==> src/rtl/pps_pkg.sv <==
// Shared types and command codes of the page program splitter.
package pps_pkg;

    typedef enum logic [3:0] {
        ST_IDLE,
        ST_POLL_CMD,
        ST_POLL_STAT,
        ST_POLL_GAP,
        ST_WEN_CMD,
        ST_WEN_GAP,
        ST_PROG_CMD,
        ST_PROG_ADDR,
        ST_PROG_DATA,
        ST_PROG_GAP,
        ST_FINISH
    } pps_state_e;

    localparam logic [7:0] CMD_PROGRAM  = 8'h02;
    localparam logic [7:0] CMD_WR_EN    = 8'h06;
    localparam logic [7:0] CMD_RD_STAT  = 8'h05;
    localparam logic [7:0] FILL_BYTE    = 8'h00;
    localparam logic [7:0] BUSY_MASK    = 8'h01;

endpackage

==> src/rtl/pps_chunk_calc.sv <==
// Chunk length for the next program frame: the smaller of the bytes left in
// the request and the room left in the current page.
// Assumes PAGE_BYTES is a power of two and CNT_W exceeds log2(PAGE_BYTES).
module pps_chunk_calc #(
    parameter int PAGE_BYTES = 256,
    parameter int CNT_W      = 25,
    localparam int PG_W      = $clog2(PAGE_BYTES)
) (
    input  logic [PG_W-1:0]  page_off,
    input  logic [CNT_W-1:0] remaining,
    output logic [CNT_W-1:0] chunk_len
);
    logic [CNT_W-1:0] room;

    // room to the page end, then clip by the remaining count
    always_comb begin
        room      = CNT_W'(PAGE_BYTES) - CNT_W'(page_off);
        chunk_len = (remaining < room) ? remaining : room;
    end
endmodule

==> src/rtl/pps_poll_guard.sv <==
// Counts consecutive busy status reads for one chunk and flags the read that
// uses up the last allowed attempt. Assumes POLL_LIMIT >= 1.
module pps_poll_guard #(
    parameter int POLL_LIMIT = 100000,
    localparam int PW        = $clog2(POLL_LIMIT + 1)
) (
    input  logic clk,
    input  logic rst_n,
    input  logic clear,
    input  logic step,
    output logic last_try
);
    logic [PW-1:0] tries;

    // busy read counter, restarted for each chunk
    always_ff @(posedge clk) begin
        if (!rst_n || clear) tries <= '0;
        else if (step)       tries <= tries + 1'b1;
    end

    // the current busy read is the final one permitted
    always_comb last_try = (tries == PW'(POLL_LIMIT - 1));
endmodule

==> src/rtl/pps_tx_select.sv <==
// Chooses the byte offered to the SPI master from the sequencer state:
// opcodes, the big-endian address bytes or the streamed data byte.
module pps_tx_select
    import pps_pkg::*;
#(
    parameter int ADDR_BYTES = 3,
    localparam int OFFS_W    = 8 * ADDR_BYTES,
    localparam int IDX_W     = $clog2(ADDR_BYTES)
) (
    input  pps_state_e        state,
    input  logic [IDX_W-1:0]  addr_idx,
    input  logic [OFFS_W-1:0] cur_addr,
    input  logic [7:0]        wr_data,
    output logic [7:0]        tx_byte
);
    logic [7:0] addr_byte [ADDR_BYTES];

    // most significant address byte goes out first
    for (genvar g = 0; g < ADDR_BYTES; g++) begin : g_abyte
        assign addr_byte[g] = cur_addr[(ADDR_BYTES-1-g)*8 +: 8];
    end

    // byte mux per state
    always_comb begin
        case (state)
            ST_POLL_CMD:  tx_byte = CMD_RD_STAT;
            ST_POLL_STAT: tx_byte = FILL_BYTE;
            ST_WEN_CMD:   tx_byte = CMD_WR_EN;
            ST_PROG_CMD:  tx_byte = CMD_PROGRAM;
            ST_PROG_ADDR: tx_byte = addr_byte[addr_idx];
            ST_PROG_DATA: tx_byte = wr_data;
            default:      tx_byte = 8'h00;
        endcase
    end
endmodule

==> src/rtl/spi_page_prog.sv <==
// Page program splitter. Accepts one request (offset, count), checks it
// against the device size and programs it in chunks that never cross a page.
// Each chunk: poll status until not busy, write-enable, one program frame.
// Assumes the SPI master completes one offered byte per acknowledge and only
// acknowledges while a request is offered; data arrive on valid/ready.
module spi_page_prog
    import pps_pkg::*;
#(
    parameter int ADDR_BYTES = 3,
    parameter int PAGE_BYTES = 256,
    parameter int DEV_BYTES  = 1 << 20,
    parameter int POLL_LIMIT = 100000,
    localparam int OFFS_W    = 8 * ADDR_BYTES,
    localparam int CNT_W     = OFFS_W + 1,
    localparam int PG_W      = $clog2(PAGE_BYTES),
    localparam int IDX_W     = $clog2(ADDR_BYTES)
) (
    input  logic              clk,
    input  logic              rst_n,
    input  logic              req_valid,
    output logic              req_ready,
    input  logic [OFFS_W-1:0] req_offset,
    input  logic [CNT_W-1:0]  req_count,
    input  logic              wr_valid,
    output logic              wr_ready,
    input  logic [7:0]        wr_data,
    output logic              spi_cs_n,
    output logic              spi_tx_req,
    output logic [7:0]        spi_tx_byte,
    input  logic              spi_tx_ack,
    input  logic [7:0]        spi_rx_byte,
    output logic              done,
    output logic [CNT_W-1:0]  done_count,
    output logic              done_range_err,
    output logic              done_timeout
);
    localparam logic [OFFS_W+1:0] DEV_LIM = (OFFS_W+2)'(DEV_BYTES);

    pps_state_e        state;
    logic [OFFS_W-1:0] cur_addr;
    logic [CNT_W-1:0]  remaining;
    logic [CNT_W-1:0]  chunk_left;
    logic [CNT_W-1:0]  sent;
    logic [CNT_W-1:0]  chunk_len;
    logic [IDX_W-1:0]  addr_idx;
    logic              busy_q;
    logic              fail_range;
    logic              fail_time;
    logic              in_frame;
    logic              byte_done;
    logic              range_bad;
    logic              poll_last;
    logic              poll_clear;
    logic              poll_step;

    // request end beyond device size
    always_comb range_bad = ({2'b00, req_offset} + {1'b0, req_count}) > DEV_LIM;

    // chip-select frame and byte handshake decode
    always_comb begin
        in_frame = (state == ST_POLL_CMD) || (state == ST_POLL_STAT) ||
                   (state == ST_WEN_CMD)  || (state == ST_PROG_CMD)  ||
                   (state == ST_PROG_ADDR) || (state == ST_PROG_DATA);
        spi_cs_n   = !in_frame;
        spi_tx_req = in_frame && ((state != ST_PROG_DATA) || wr_valid);
        byte_done  = spi_tx_req && spi_tx_ack;
        wr_ready   = (state == ST_PROG_DATA) && spi_tx_ack;
        req_ready  = (state == ST_IDLE);
        poll_clear = (state == ST_IDLE) || (state == ST_PROG_GAP);
        poll_step  = (state == ST_POLL_GAP) && busy_q;
    end

    pps_chunk_calc #(.PAGE_BYTES(PAGE_BYTES), .CNT_W(CNT_W)) u_chunk (
        .page_off  (cur_addr[PG_W-1:0]),
        .remaining (remaining),
        .chunk_len (chunk_len)
    );

    pps_poll_guard #(.POLL_LIMIT(POLL_LIMIT)) u_guard (
        .clk      (clk),
        .rst_n    (rst_n),
        .clear    (poll_clear),
        .step     (poll_step),
        .last_try (poll_last)
    );

    pps_tx_select #(.ADDR_BYTES(ADDR_BYTES)) u_txsel (
        .state    (state),
        .addr_idx (addr_idx),
        .cur_addr (cur_addr),
        .wr_data  (wr_data),
        .tx_byte  (spi_tx_byte)
    );

    // request sequencer: poll, enable, program, repeat per chunk
    always_ff @(posedge clk) begin
        if (!rst_n) begin
            state          <= ST_IDLE;
            cur_addr       <= '0;
            remaining      <= '0;
            chunk_left     <= '0;
            sent           <= '0;
            addr_idx       <= '0;
            busy_q         <= 1'b0;
            fail_range     <= 1'b0;
            fail_time      <= 1'b0;
            done           <= 1'b0;
            done_count     <= '0;
            done_range_err <= 1'b0;
            done_timeout   <= 1'b0;
        end else begin
            done <= 1'b0;
            case (state)
                ST_IDLE: begin
                    if (req_valid) begin
                        cur_addr   <= req_offset;
                        remaining  <= req_count;
                        sent       <= '0;
                        fail_range <= range_bad;
                        fail_time  <= 1'b0;
                        if (range_bad || (req_count == '0)) state <= ST_FINISH;
                        else                                 state <= ST_POLL_CMD;
                    end
                end
                ST_POLL_CMD:  if (byte_done) state <= ST_POLL_STAT;
                ST_POLL_STAT: begin
                    if (byte_done) begin
                        busy_q <= (spi_rx_byte & BUSY_MASK) != 8'h00;
                        state  <= ST_POLL_GAP;
                    end
                end
                ST_POLL_GAP: begin
                    if (!busy_q)        state <= ST_WEN_CMD;
                    else if (poll_last) begin
                        fail_time <= 1'b1;
                        state     <= ST_FINISH;
                    end else            state <= ST_POLL_CMD;
                end
                ST_WEN_CMD:   if (byte_done) state <= ST_WEN_GAP;
                ST_WEN_GAP: begin
                    chunk_left <= chunk_len;
                    state      <= ST_PROG_CMD;
                end
                ST_PROG_CMD: begin
                    if (byte_done) begin
                        addr_idx <= '0;
                        state    <= ST_PROG_ADDR;
                    end
                end
                ST_PROG_ADDR: begin
                    if (byte_done) begin
                        addr_idx <= addr_idx + 1'b1;
                        if (addr_idx == IDX_W'(ADDR_BYTES - 1)) state <= ST_PROG_DATA;
                    end
                end
                ST_PROG_DATA: begin
                    if (byte_done) begin
                        cur_addr   <= cur_addr + 1'b1;
                        remaining  <= remaining - 1'b1;
                        sent       <= sent + 1'b1;
                        chunk_left <= chunk_left - 1'b1;
                        if (chunk_left == CNT_W'(1)) state <= ST_PROG_GAP;
                    end
                end
                ST_PROG_GAP: state <= (remaining == '0) ? ST_FINISH : ST_POLL_CMD;
                ST_FINISH: begin
                    done           <= 1'b1;
                    done_count     <= sent;
                    done_range_err <= fail_range;
                    done_timeout   <= fail_time;
                    state          <= ST_IDLE;
                end
                default: state <= ST_IDLE;
            endcase
        end
    end
endmodule

==> config.mk <==
export PLATFORM = sky130hd
export DESIGN_NAME = spi_page_prog
export DESIGN_NICKNAME = d
export VERILOG_FILES = /design/src/rtl/pps_pkg.sv /design/src/rtl/pps_chunk_calc.sv /design/src/rtl/pps_poll_guard.sv /design/src/rtl/pps_tx_select.sv /design/src/rtl/spi_page_prog.sv
export SDC_FILE = /design/constraint.sdc
export NUM_CORES = 1
export LEC_CHECK = 0
export BUFFER_PORTS_ARGS = -buffer_cell sky130_fd_sc_hd__buf_4
export CORE_ASPECT_RATIO = 0.7
export CORE_MARGIN = 2
export CORE_UTILIZATION = 25
export CTS_CLUSTER_SIZE = 28
export DETAILED_ROUTE_END_ITERATION = 6
export GPL_TIMING_DRIVEN = 0
export PLACE_DENSITY_LB_ADDON = 0.08
export SETUP_SLACK_MARGIN = 0.3
export SLEW_MARGIN = 10
export SYNTH_ARGS = -nofsm -noshare
export SYNTH_HDL_FRONTEND = slang
export SYNTH_SLANG_ARGS = --single-unit
==> constraint.sdc <==
create_clock -name clk -period 3.1 [get_ports clk]
set_clock_uncertainty 0.2 [all_clocks]
set_input_delay 0.465 -clock clk [delete_from_list [all_inputs] [get_ports clk]]
set_output_delay 0.465 -clock clk [all_outputs]
set_load 0.03 [all_outputs]
After elaboration in Yosys (flattened, before gate mapping)

Index checks and enable logic that the tools add are counted.

Flip-flop bits (word level): 153
Logic and storage cells: 118
Input port bits: 70
Output and inout port bits: 40

Bitwise operators: 1
Reduce and logical (&&, ||, !) cells: 29
Add/sub/neg operators: 8
Muxes and demuxes: 38
Order comparisons: 3
Equal/unequal tests: 25

Operators by type and width:

| cell                                                                   | number |
|---|---|
| 25-bit two-way mux                                                     | 6 |
| 25-bit case mux with 2 select lines                                    | 3 |
| 4-bit two-way mux                                                      | 13 |
| 25-bit logical NOT                                                     | 2 |
| 25-bit by 1-bit subtractor with 25-bit output, second input constant   | 2 |
| 24-bit two-way mux                                                     | 2 |
| 24-bit case mux with 2 select lines                                    | 1 |
| 4-bit case mux with 10 select lines                                    | 1 |
| 8-bit case mux with 5 select lines                                     | 1 |
| 24-bit by 25-bit adder with 26-bit output                              | 1 |
| 26-bit by 21-bit > comparator with 1-bit output, second input constant | 1 |
| 25-bit by 1-bit adder with 25-bit output, second input constant        | 1 |
| 25-bit by 1-bit equality test with 1-bit output, second input constant | 1 |
| 25-bit less-than comparator                                            | 1 |
| 24-bit by 1-bit adder with 24-bit output, second input constant        | 1 |
| 2-bit inequality test, second input constant                           | 9 |
| 17-bit by 1-bit adder with 17-bit output, second input constant        | 1 |
| 17-bit equality test, second input constant                            | 1 |
| 8-bit binary-select mux with 2-bit select                              | 1 |
| 4-bit by 3-bit equality test with 1-bit output, second input constant  | 4 |
| 8-bit two-way mux                                                      | 2 |
| 4-bit equality test, second input constant                             | 3 |
| 9-bit by 8-bit subtractor with 10-bit output, first input constant     | 1 |
| 1-bit logical OR                                                       | 9 |
| other kinds (20)                                                       | 36 |

Logic depth before layout (Yosys ltp)

Depth after elaboration: 10
Mapped depth: 15
Gate-level depth less buffers: 14

Cells and area by module

Synthesis repeated with hierarchy kept, for this count alone.

Cell total of the unflattened synthesis: 1390
Area, all modules: 10309.9 µm²

Modules (own cells, without submodules):

| module         | area each (µm²) | instances | cells each | sequential area each (µm²) |
|---|---|---|---|---|
| spi_page_prog  | 8514.4          | 1         | 1167       | 2722.6 |
| pps_poll_guard | 829.5           | 1         | 94         | 340.3 |
| pps_chunk_calc | 610.6           | 1         | 80         | 0.0 |
| pps_tx_select  | 355.3           | 1         | 49         | 0.0 |

Least setup slack after synthesis

Ideal clock, no wire load.

Path type: input to register
Start: input port req_offset[0]
End: register fail_range
Buffers on the path: 0
Path slack: 0.058 ns
Setup time: 0.135 ns
Arrival time: 2.706 ns
Cell stages on the path: 12
Required time: 2.765 ns
Cells stage by stage: ha_1 -> inv_1 -> fa_1 -> xnor2_1 -> a2111oi_0 -> o311ai_0 -> nor4_1 -> nand4_1 -> nor4_2 -> a41oi_1 -> nor4_4 -> a21oi_1

Cells in the longest elaborated chain, start to end: 2

RTL lines:

| item                                            | line                 | source |
|---|---|---|
| from (decl)                                     | spi_page_prog.sv:22  | `input logic [OFFS_W-1:0] req_offset,` |
| 24-bit by 25-bit adder with 26-bit output       | spi_page_prog.sv:57  | `always_comb range_bad = ({2'b00, req_offset} + {1'b0, req_count}) > DEV_LIM;` |
| 26-bit by 21-bit > comparator with 1-bit output | spi_page_prog.sv:57  |  |
| to (signal assigned)                            | spi_page_prog.sv:119 | `fail_range <= range_bad;` |
| to (decl)                                       | spi_page_prog.sv:47  | `logic fail_range;` |

No other way between the ends.
A chain may end at the register's enable or synchronous reset.

Worst setup path in the final report

Start: register cur_addr[2]
End: register chunk_left[8]

Cells in the longest elaborated chain, start to end: 4

RTL lines:

| item                                             | line                 | source |
|---|---|---|
| from (decl)                                      | spi_page_prog.sv:40  | `logic [OFFS_W-1:0] cur_addr;` |
| from (signal assigned)                           | spi_page_prog.sv:116 | `cur_addr <= req_offset;` |
| from (signal assigned)                           | spi_page_prog.sv:158 | `cur_addr <= cur_addr + 1'b1;` |
| 9-bit by 8-bit subtractor with 10-bit output (*) | pps_chunk_calc.sv:17 | `room = CNT_W'(PAGE_BYTES) - CNT_W'(page_off);` |
| 25-bit less-than comparator                      | pps_chunk_calc.sv:18 | `chunk_len = (remaining < room) ? remaining : room;` |
| 25-bit two-way mux (*)                           | pps_chunk_calc.sv:18 |  |
| 25-bit case mux with 2 select lines (*)          | spi_page_prog.sv:113 | `case (state)` |
| to (signal assigned)                             | spi_page_prog.sv:141 | `chunk_left <= chunk_len;` |
| to (signal assigned)                             | spi_page_prog.sv:161 | `chunk_left <= chunk_left - 1'b1;` |
| to (decl)                                        | spi_page_prog.sv:42  | `logic [CNT_W-1:0] chunk_left;` |

Mark *: on every way between the ends. The rest lies on a longest branch, timed or not.

==> run_summary.xml <==
<?xml version="1.0" encoding="UTF-8"?>
<metrics>
  <group name="die">
    <metric name="io_pins" unit="">110</metric>
    <metric name="die_h" unit="um">169.3</metric>
    <metric name="initial_cell_density_of_the_core" unit="%">25.39</metric>
    <metric name="core_region_area" unit="sq um">38440</metric>
    <metric name="number_of_rows_created_at_floorplan" unit="">60</metric>
    <metric name="die_width" unit="um">240.1</metric>
    <metric name="die-area" unit="sq um">40650</metric>
  </group>
  <group name="placement">
    <metric name="hpwl" unit="um">32600</metric>
    <metric name="pre_cts_slack" unit="ns">-0.8388</metric>
    <metric name="post_place_cell_area" unit="sq um">11250</metric>
    <metric name="place.port_buffers" unit="">101</metric>
    <metric name="replace_congestion" unit="">0.8831</metric>
  </group>
  <group name="power_and_ir_drop">
    <metric name="p_per_area" unit="nW/um^2">789.7</metric>
    <metric name="totalPowerFinal" unit="mW">10.26</metric>
    <metric name="leakagePower" unit="nW">4.827</metric>
    <metric name="worst_case_vdd_ir_drop" unit="mV">0.4340</metric>
  </group>
  <group name="route">
    <metric name="via_per_inst" unit="">5.196</metric>
    <metric name="wl_per_cell" unit="um">21.42</metric>
    <metric name="detail_route.wirelength" unit="um">43030</metric>
    <metric name="drc" unit="">0</metric>
    <metric name="detailroute.via_count" unit="">10440</metric>
    <metric name="drt_pass1_iterations" unit="">5</metric>
    <metric name="drtAntennaViolNets" unit="">0</metric>
    <metric name="drtIter0Drc" unit="">855</metric>
  </group>
  <group name="yosys">
    <metric name="yosys-top-cells-count" unit="">nand2_1, nor2_1, dfxtp_1, a21oi_1, o21ai_0</metric>
    <metric name="synth-compound-area-share" unit="%">24.43</metric>
    <metric name="synth_xor_area_share" unit="%">5.206</metric>
    <metric name="synth_unique_cells" unit="">73</metric>
    <metric name="synth_warn" unit="">0</metric>
    <metric name="area_fraction_of_the_dominant_cell_type_after_synthesis" unit="%">31.39</metric>
    <metric name="syn-cell-area" unit="sq um">9758</metric>
    <metric name="syn_area_per_cell" unit="sq um">7.455</metric>
    <metric name="synth_top_cell_by_area" unit="">dfxtp_1</metric>
    <metric name="synth-adder-area-share" unit="%">5.334</metric>
    <metric name="synthesized_area_fraction_occupied_by_and_or_nand_nor_cells" unit="%">26.70</metric>
    <metric name="synth_top_family_by_area" unit="">simple AND/OR/NAND/NOR gates</metric>
    <metric name="synth_enable_flop_cells" unit="">0</metric>
    <metric name="synthesis.nets" unit="">1420</metric>
    <metric name="postSynthCellCount" unit="">1309</metric>
    <metric name="synth_seq_area_share" unit="%">31.39</metric>
    <metric name="async_reset_ff_share" unit="%">0</metric>
    <metric name="synth_seq_cells" unit="">153</metric>
    <metric name="ys.flop_type" unit="">dfxtp_1</metric>
    <metric name="yosys-mux-area-fraction" unit="%">2.385</metric>
    <metric name="post_synth_main_area_contributors" unit="">dfxtp_1, a21oi_1, nand2_1, nor2_1, o21ai_0</metric>
  </group>
  <group name="worst_setup_path">
    <metric name="worstPathMaxFanout" unit="">5</metric>
    <metric name="worstSetupStartpoint" unit="">cur_addr[2]</metric>
    <metric name="timing.critical_path.required" unit="ns">3.24</metric>
    <metric name="critical_path_sink_type" unit="">flop</metric>
    <metric name="crit_path_start_kind" unit="">flop</metric>
    <metric name="reg2reg_from" unit="">cur_addr[2]</metric>
    <metric name="worst_setup_path_endpoint" unit="">chunk_left[8]</metric>
    <metric name="ff2ff_path_depth" unit="">17</metric>
    <metric name="critical_path_arrival" unit="ns">3.35</metric>
    <metric name="reg2reg_slack" unit="ns">-0.11</metric>
    <metric name="worstReg2RegEnd" unit="">chunk_left[8]</metric>
    <metric name="crit_type" unit="">flop to flop</metric>
  </group>
  <group name="layout">
    <metric name="n_fill_cell" unit="">4229</metric>
    <metric name="num-nets-final" unit="">1580</metric>
    <metric name="antennaDiodeCount" unit="">0</metric>
    <metric name="fraction_of_final_layout_cells_with_drive_strength_greater_than_1" unit="%">23.14</metric>
    <metric name="multi_input_comb_area" unit="sq um">6974</metric>
    <metric name="finish.instance_area" unit="sq um">12990</metric>
    <metric name="footprint_of_the_flip_flops_and_latches" unit="sq um">3075</metric>
    <metric name="area_delta_synth_final" unit="%">33.15</metric>
  </group>
  <group name="outcome">
    <metric name="result_of_the_run" unit="">complete, but fails checks</metric>
    <metric name="failed_checks" unit="">negative setup slack</metric>
  </group>
  <group name="grt">
    <metric name="grt.overflow.total" unit="">0</metric>
    <metric name="globalRouteTotalUtil" unit="%">21.32</metric>
    <metric name="largest_net_degree_at_the_start_of_global_routing" unit="">17</metric>
    <metric name="grt_pass1_vias" unit="">9740</metric>
    <metric name="initial_antenna_violation_count" unit="">0</metric>
    <metric name="first_pass_grt_wire_length" unit="um">63810</metric>
  </group>
  <group name="sta">
    <metric name="achievable-frequency" unit="GHz">0.3115</metric>
    <metric name="final_max_slew_viol_count" unit="">0</metric>
    <metric name="timing.final.crit_share" unit="%">103.6</metric>
    <metric name="worstMarginPinSlew" unit="ns">0.9755</metric>
    <metric name="setup_total_negative_slack" unit="ns">-0.5440</metric>
    <metric name="relSlewSlack" unit="%">34.97</metric>
    <metric name="post-route-min-period" unit="ns">3.210</metric>
    <metric name="unrepaired_setup_endpoints_after_global_routing" unit="">true</metric>
    <metric name="timing_hold_violations_final" unit="">0</metric>
    <metric name="post-route-worst-setup-slack" unit="ns">-0.1103</metric>
    <metric name="finalSetupViolCount" unit="">9</metric>
  </group>
  <group name="cts">
    <metric name="clock_tree_from_tritoncts" unit="">done</metric>
    <metric name="skew_pair_late_insertion_delay" unit="ns">0.46</metric>
    <metric name="postCtsHoldBufs" unit="">0</metric>
    <metric name="clock-root-buffer" unit="">clkbuf_16</metric>
    <metric name="cts.path.max_buffers" unit="">2</metric>
    <metric name="tritoncts_buffer_count" unit="">17</metric>
    <metric name="worst_setup_hold_path_clk_slew" unit="ns">0.07</metric>
    <metric name="cts-htree-levels" unit="">4</metric>
    <metric name="clock_sinks" unit="">153</metric>
  </group>
  <group name="hold_path">
    <metric name="worst_hold_path_type" unit="">input pin to flop</metric>
  </group>
  <group name="flow_run">
    <metric name="drv_cap" unit="">0</metric>
  </group>
</metrics>
[power by group]
group,total [mW],switching (mW),internal [mW]
Clock,2.10,1.02,1.08
Sequential,2.69,0.434,2.26
Combinational,5.47,3.42,2.04
[cells in the final DEF, fill, tap and decap left out, types with 11 or more instances in the layout]
cell type  instances
a211oi_1          11
a21o_1            14
a21oi_1          116
a21oi_2           12
a22oi_1           13
a31oi_1           11
and3_1            15
buf_4            127
buf_6             19
clkbuf_1          36
clkbuf_16         18
clkbuf_2          17
dfxtp_1          145
ha_1              33
inv_1             27
mux2i_1           14
nand2_1          151
nand3_1           45
nand4_1           26
nor2_1           148
nor3_1            31
nor4_1            18
o21ai_0           89
or3_1             12
xnor2_1           25
xor2_1            31
[state kept, by name, summed over array words and instances (netlist names)]
signal          flops
chunk_left         25
done_count         25
remaining          25
sent               25
cur_addr           24
u_guard.tries      17
state               4
addr_idx            2
busy_q              1
done                1
done_range_err      1
done_timeout        1
fail_range          1
fail_time           1
[layer usage]
metal | up-vias | wire (um) | global-route usage [%]
li1 | 5098 | - | -
met4 | 0 | 518 | 4.375
met5 | - | 0 | 0
met3 | 31 | 2335 | 3.709
met1 | 5044 | 22910 | 33.71
met2 | 266 | 17260 | 29.40
[critical path: stages (launching register included)]
cell       delay (ns)
dfxtp_1          0.32
clkbuf_8         0.15
buf_4            0.13
nor2_1           0.16
nand4_1          0.18
xnor2_1          0.20
ha_1             0.22
a21oi_2          0.12
nor2b_1          0.05
o21ai_1          0.14
nand4_1          0.13
nor3_2           0.21
o21ai_2          0.12
buf_6            0.17
buf_12           0.13
mux2i_4          0.19
o2111ai_2        0.17
o21ai_1          0.09
[worst min path at each step]
| stage | from | to | slack, ns | cells past startpoint |
|---|---|---|---|---|
| global route | spi_rx_byte[0] | busy_q | 0.09 | 3 |
| finish | spi_rx_byte[0] | busy_q | 0.07 | 3 |
| CTS | spi_rx_byte[0] | busy_q | 0.05 | 3 |
| detailed placement | chunk_left[1] | chunk_left[1] | 0.24 | 2 |
| global placement | chunk_left[1] | chunk_left[1] | 0.24 | 2 |
| floorplan | fail_range | done_range_err | 0.23 | 2 |
[what timing repair did]
item                       in CTS  in global routing
cloned                          1                  0
setup endpoints to repair     118                 71
buffers inserted               17                 22
gates resized for setup       160                 67
pin swaps                      21                 26
[stage by stage]
stage | utilization, % | hold slack (ns) | cells
final | 33.80 | 0.07028 | 2009
after global routing | 33.80 | 0.08603 | 2009
after CTS | 32.73 | 0.05293 | 1987
after detailed placement | 29.26 | 0.2448 | 1937
after global placement | 29.26 | 0.2418 | 1937
after floorplan | - | 0.2288 | 1309
[kinds of logic after synthesis]
kind of cell / after synthesis
buffers and inverters: 110
and+or+nand+nor: 541
xor gates and xnor gates: 58
muxes: 23
adders and majority gates: 41
AOI/OAI and AO/OA: 383
DFF: 153
[cell type report]
class	instances	share of cell area (%)
Clock inverter	14	1.002
Sequential cell	153	23.67
Tap cell	527	5.075
Multi-Input combinational cell	1046	53.68
Buffer	80	3.563
Clock buffer	18	3.380
Timing Repair Buffer	141	8.763
Inverter	30	0.8667
(Power assumes the default switching activity.)
